===== src/rtl/txadapt_pkg.sv =====
package txadapt_pkg;

  typedef enum logic [2:0] {
    ST_IDLE  = 3'd0,
    ST_WAIT  = 3'd1,
    ST_SEND  = 3'd2,
    ST_TAIL  = 3'd3,
    ST_DRAIN = 3'd4
  } phase_e;

  // Strobes from control to datapath, acted on only when clkEn is high
  typedef struct packed {
    logic load;
    logic setValid;
    logic clrValid;
    logic raiseErr;
  } strobe_t;

endpackage


===== src/rtl/txadapt_ctrl.sv =====
module txadapt_ctrl
  import txadapt_pkg::*;
(
  input  logic    clk,
  input  logic    rstN,
  input  logic    clkEn,
  input  logic    sValid,
  input  logic    sLast,
  input  logic    sUser,
  input  logic    txAck,
  output logic    sReady,
  output strobe_t stb
);

  phase_e  state, nxt;
  logic    firstErr, firstLast;
  strobe_t takeStb;
  phase_e  takeNxt;

  // Outcome of taking one byte after the acknowledge
  always_comb begin
    takeStb = '0;
    takeNxt = ST_SEND;
    if (!sValid) begin
      takeStb.clrValid = 1'b1;
      takeStb.raiseErr = 1'b1;
      takeNxt          = ST_DRAIN;
    end else if (sUser) begin
      takeStb.clrValid = 1'b1;
      takeStb.raiseErr = 1'b1;
      takeNxt          = sLast ? ST_IDLE : ST_DRAIN;
    end else begin
      takeStb.load = 1'b1;
      takeNxt      = sLast ? ST_TAIL : ST_SEND;
    end
  end

  always_comb begin
    nxt    = state;
    stb    = '0;
    sReady = 1'b0;
    unique case (state)
      ST_IDLE: begin
        sReady = clkEn;
        if (clkEn && sValid) begin
          stb.load     = 1'b1;
          stb.setValid = 1'b1;
          nxt          = ST_WAIT;
        end
      end
      ST_WAIT: begin
        if (clkEn && txAck) begin
          if (firstErr) begin
            stb.clrValid = 1'b1;
            stb.raiseErr = 1'b1;
            nxt          = firstLast ? ST_IDLE : ST_DRAIN;
          end else if (firstLast) begin
            stb.clrValid = 1'b1;
            nxt          = ST_IDLE;
          end else begin
            sReady = 1'b1;
            stb    = takeStb;
            nxt    = takeNxt;
          end
        end
      end
      ST_SEND: begin
        sReady = clkEn;
        if (clkEn) begin
          stb = takeStb;
          nxt = takeNxt;
        end
      end
      ST_TAIL: begin
        if (clkEn) begin
          stb.clrValid = 1'b1;
          nxt          = ST_IDLE;
        end
      end
      ST_DRAIN: begin
        sReady = clkEn;
        if (clkEn && sValid && sLast) nxt = ST_IDLE;
      end
      default: nxt = ST_IDLE;
    endcase
  end

  always_ff @(posedge clk or negedge rstN) begin
    if (!rstN) begin
      state     <= ST_IDLE;
      firstErr  <= 1'b0;
      firstLast <= 1'b0;
    end else begin
      state <= nxt;
      if (state == ST_IDLE && clkEn && sValid) begin
        firstErr  <= sUser;
        firstLast <= sLast;
      end
    end
  end

endmodule


===== src/rtl/txadapt_dpath.sv =====
module txadapt_dpath
  import txadapt_pkg::*;
#(
  parameter int DATA_W = 8
) (
  input  logic              clk,
  input  logic              rstN,
  input  logic              clkEn,
  input  strobe_t           stb,
  input  logic [DATA_W-1:0] sData,
  output logic [DATA_W-1:0] txData,
  output logic              txValid,
  output logic              txUnderrun
);

  always_ff @(posedge clk or negedge rstN) begin
    if (!rstN) begin
      txData     <= '0;
      txValid    <= 1'b0;
      txUnderrun <= 1'b0;
    end else if (clkEn) begin
      txUnderrun <= stb.raiseErr;
      if (stb.load) txData <= sData;
      if (stb.setValid)      txValid <= 1'b1;
      else if (stb.clrValid) txValid <= 1'b0;
    end
  end

endmodule


===== src/rtl/strm2ack_tx.sv =====
module strm2ack_tx
  import txadapt_pkg::*;
#(
  parameter int DATA_W = 8
) (
  input  logic              clk,
  input  logic              rstN,
  input  logic              clkEn,
  input  logic [DATA_W-1:0] sData,
  input  logic              sValid,
  output logic              sReady,
  input  logic              sLast,
  input  logic              sUser,
  output logic [DATA_W-1:0] txData,
  output logic              txValid,
  input  logic              txAck,
  output logic              txUnderrun
);

  strobe_t stb;

  txadapt_ctrl ctrl (
    .clk(clk), .rstN(rstN), .clkEn(clkEn), .sValid(sValid), .sLast(sLast),
    .sUser(sUser), .txAck(txAck), .sReady(sReady), .stb(stb)
  );

  txadapt_dpath #(.DATA_W(DATA_W)) dpath (
    .clk(clk), .rstN(rstN), .clkEn(clkEn), .stb(stb), .sData(sData),
    .txData(txData), .txValid(txValid), .txUnderrun(txUnderrun)
  );

endmodule


===== config.mk =====
export PLATFORM = sky130hd
export DESIGN_NAME = strm2ack_tx
export DESIGN_NICKNAME = d
export VERILOG_FILES = /design/src/rtl/txadapt_pkg.sv /design/src/rtl/txadapt_ctrl.sv /design/src/rtl/txadapt_dpath.sv /design/src/rtl/strm2ack_tx.sv
export SDC_FILE = /design/constraint.sdc
export NUM_CORES = 1
export LEC_CHECK = 0
export CORE_MARGIN = 5
export CORE_UTILIZATION = 44
export DETAILED_ROUTE_END_ITERATION = 6
export PLACE_DENSITY_LB_ADDON = 0.1
export SLEW_MARGIN = 25
export SYNTH_ARGS = -nofsm -noshare
export SYNTH_HDL_FRONTEND = slang
export SYNTH_HIERARCHICAL = 1
export SYNTH_SLANG_ARGS = --single-unit

===== constraint.sdc =====
create_clock -name clk -period 2.7 [get_ports clk]
set_clock_uncertainty 0.2 [all_clocks]
set_input_delay 0.675 -clock clk [delete_from_list [all_inputs] [get_ports clk]]
set_output_delay 0.675 -clock clk [all_outputs]
set_load 0.01 [all_outputs]

==> out/metrics.yaml <==
track_usage_pct: 14.6
tritoncts: "built"
crit_fanout: 2
worst_slew_pin_slew_ns: 0.644
drv_slew: 0
status: "finished clean"
slowest_stage: "clkdlybuf4s50_1"
grt_pass1_wl_mm: 3.04
diodes: 0
vias_per_cell: 5.27
synthesis.area_um2: 825
path_cells: "clkdlybuf4s50_1, and3b_1, nand2_2, o31ai_2, buf_2"
p_comb_share_pct: 48.4
numPortBuffers: 25
drtIter0Drc: 17
yosys_warnings: 6
post-place-ws_ns: -0.410
die-area_um2: 2840
p_int_mw: 0.676
drtAntennaViolNets: 0
antenna_found_initial: 0
cp-start-kind: "primary input"
synthTopCellsByCount: "dfrtp_1 (15), mux2_2 (9), o21ai_0 (6)"
yosysSeqAreaShare_pct: 45.5
synth.most_common_cell: "dfrtp_1"
cp_num_buf_inv: 2
r2r-start: "ctrl/state[0]"
die_x_um: 53.3
routedWlPerCell_um: 14.2
maxSlewHeadroom_pct: 56.9
ys_types: 32
setup_slack_ns: 0.0471
synth_top_cell_area_share_pct: 45.5
switching_power_mw: 0.329
cp.required_ns: 1.82
worstSetupStartpoint: "txAck"
firstDrtPassIters: 4
rrSetupSlack_ns: 0.72
p_leak_nw: 0.502
wirelength_mm: 1.86
async_flop_share_pct: 100
synth_area_leader_cell: "dfrtp_1"
ir_drop_mv: 0.536
synth_nets: 86
die_y_um: 53.3
start_util_pct: 47.2
swShare_pct: 32.8
cp_num_cells: 5
area_growth_pct: 43.4
finalCritPeriodShare_pct: 98.3
drc_errors: 0
num_io_pins: 26
worstSkewPairLatency_ns: 0.27
critPathMaxStageDelay_ns: 0.49
setup_viol: 0
fin_crit_ns: 2.65
postLayoutCoreUtil_pct: 67.7
endpoint_kind: "primary output"
power_frac_seq_pct: 39.6
core-area_um2: 1750
worst-endpoint-arrival_ns: 1.78
dpl_cell_area_um2: 1150
vias: 690
synth_ff_type: "dfrtp_1"
synth_edf_count: 0
rsz0062_at_grt: "false"
cap_violations: 0
cp-endpoint: "sReady"
power.density_nw_per_um2: 850
grt_overflow: 0
dp_hpwl_mm: 1.46
hold_path.class: "flop to flop"
design_area_um2: 1180
synthTopCellsByArea: "dfrtp_1 (46%), mux2_2 (12%), o21ai_0 (3.6%)"
root_buffer: "clkbuf_4"
cts.sinks: 15
fin_tns_setup_ns: 0
synth_cells: 71
ctsHoldBuffers: 0
ys_ff_latch: 15
hold_viol: 0
worst-setup-path-type: "primary input to primary output"
clockPowerShare_pct: 12.0
row_count: 15
r2r-end: "dpath/txData[3]"
cp_top_family: "buffers and inverters"
fmax_mhz: 377
grt_start_max_net_pins: 16
grt_pass1_vias: 647
clkTransAtPathRegs_ns: 0.08
reg2regPathDepth: 6
drive_gt1_share_pct: 30.2
finalNetCount: 122
gp_congestion: 0.876
numCtsBuffers: 3
clockBufferDepth: 2
htreeDepth: 1
avgSynthCellArea_um2: 11.6
==> cell usage in the layout (no fill, tap or decap), types with 2 or more instances in the layout <==
cell type,n
o21ai_0,6
dfrtp_1,15
mux2_4,2
nor2b_1,2
nand3_1,2
nand2b_1,2
clkbuf_4,3
nand2_1,3
mux2_2,9
clkdlybuf4s50_1,24
nor2_1,2
buf_4,8
nand3b_1,3
inv_1,3
==> what timing repair did <==
action                     in CTS  in global routing
pin swaps                       0                  1
resized for setup               4                  2
setup buffers                   0                  0
setup endpoints to repair       1                  1
==> state kept, by name, indices dropped and copies added (netlist names) <==
signal and flops:
dpath/txValid 1, ctrl/state 3, ctrl/firstLast 1, ctrl/firstErr 1, dpath/txData 8, dpath/txUnderrun 1
==> power groups by stage <==
stage                     Clock [mW]  Combinational, mW  Sequential, mW
after floorplan                    0              0.218           0.422
after global routing           0.135              0.527           0.415
after detailed placement           0              0.492           0.401
after CTS                      0.127              0.488           0.396
after global placement             0              0.485           0.395
final                          0.121              0.487           0.398
==> per-layer routing <==
layer | wire (um) | up-vias | global-route usage, %
met5 | 0 | - | 0
met2 | 910 | 22 | 21.2
li1 | - | 335 | -
met1 | 836 | 331 | 20.9
met3 | 103 | 2 | 5.07
met4 | 12 | 0 | 2.55
==> through the flow <==
stage               instances  hold slack [ns]  power (mW)
finish                    131            0.306        1.00
global route              131            0.326        1.08
CTS                       131            0.310        1.01
detailed placement        127            0.288       0.892
global placement          127            0.287       0.880
floorplan                  71            0.179       0.640
==> cell families after synthesis <==
group                  Yosys count  share of synthesized area (%)
AND/OR/NAND/NOR                 23                           21.4
flip-flops                      15                           45.5
AO/OA/AOI/OAI                   17                           14.3
buffers and inverters            5                           2.88
multiplexers                    11                           15.9
==> final cells by class <==
class	instances	area, um2
well taps	25	31.3
flip-flops and latches	15	375
repair buffers	33	305
multi-input cells	51	433
fillers	139	563
inverters	3	11.3
clock buffers	4	26.3
==> how the worst min path moves through the flow <==
stage,end,cells after the start,startpoint,slack [ns]
floorplan,ctrl/firstErr,0,rstN,0.18
global placement,dpath/txData[0],1,dpath/txData[0],0.29
detailed placement,dpath/txValid,1,dpath/txValid,0.29
CTS,dpath/txData[7],1,dpath/txData[7],0.31
global route,dpath/txData[7],1,dpath/txData[7],0.33
finish,dpath/txData[7],1,dpath/txData[7],0.31
No activity file was read; power rests on OpenSTA's default activity.
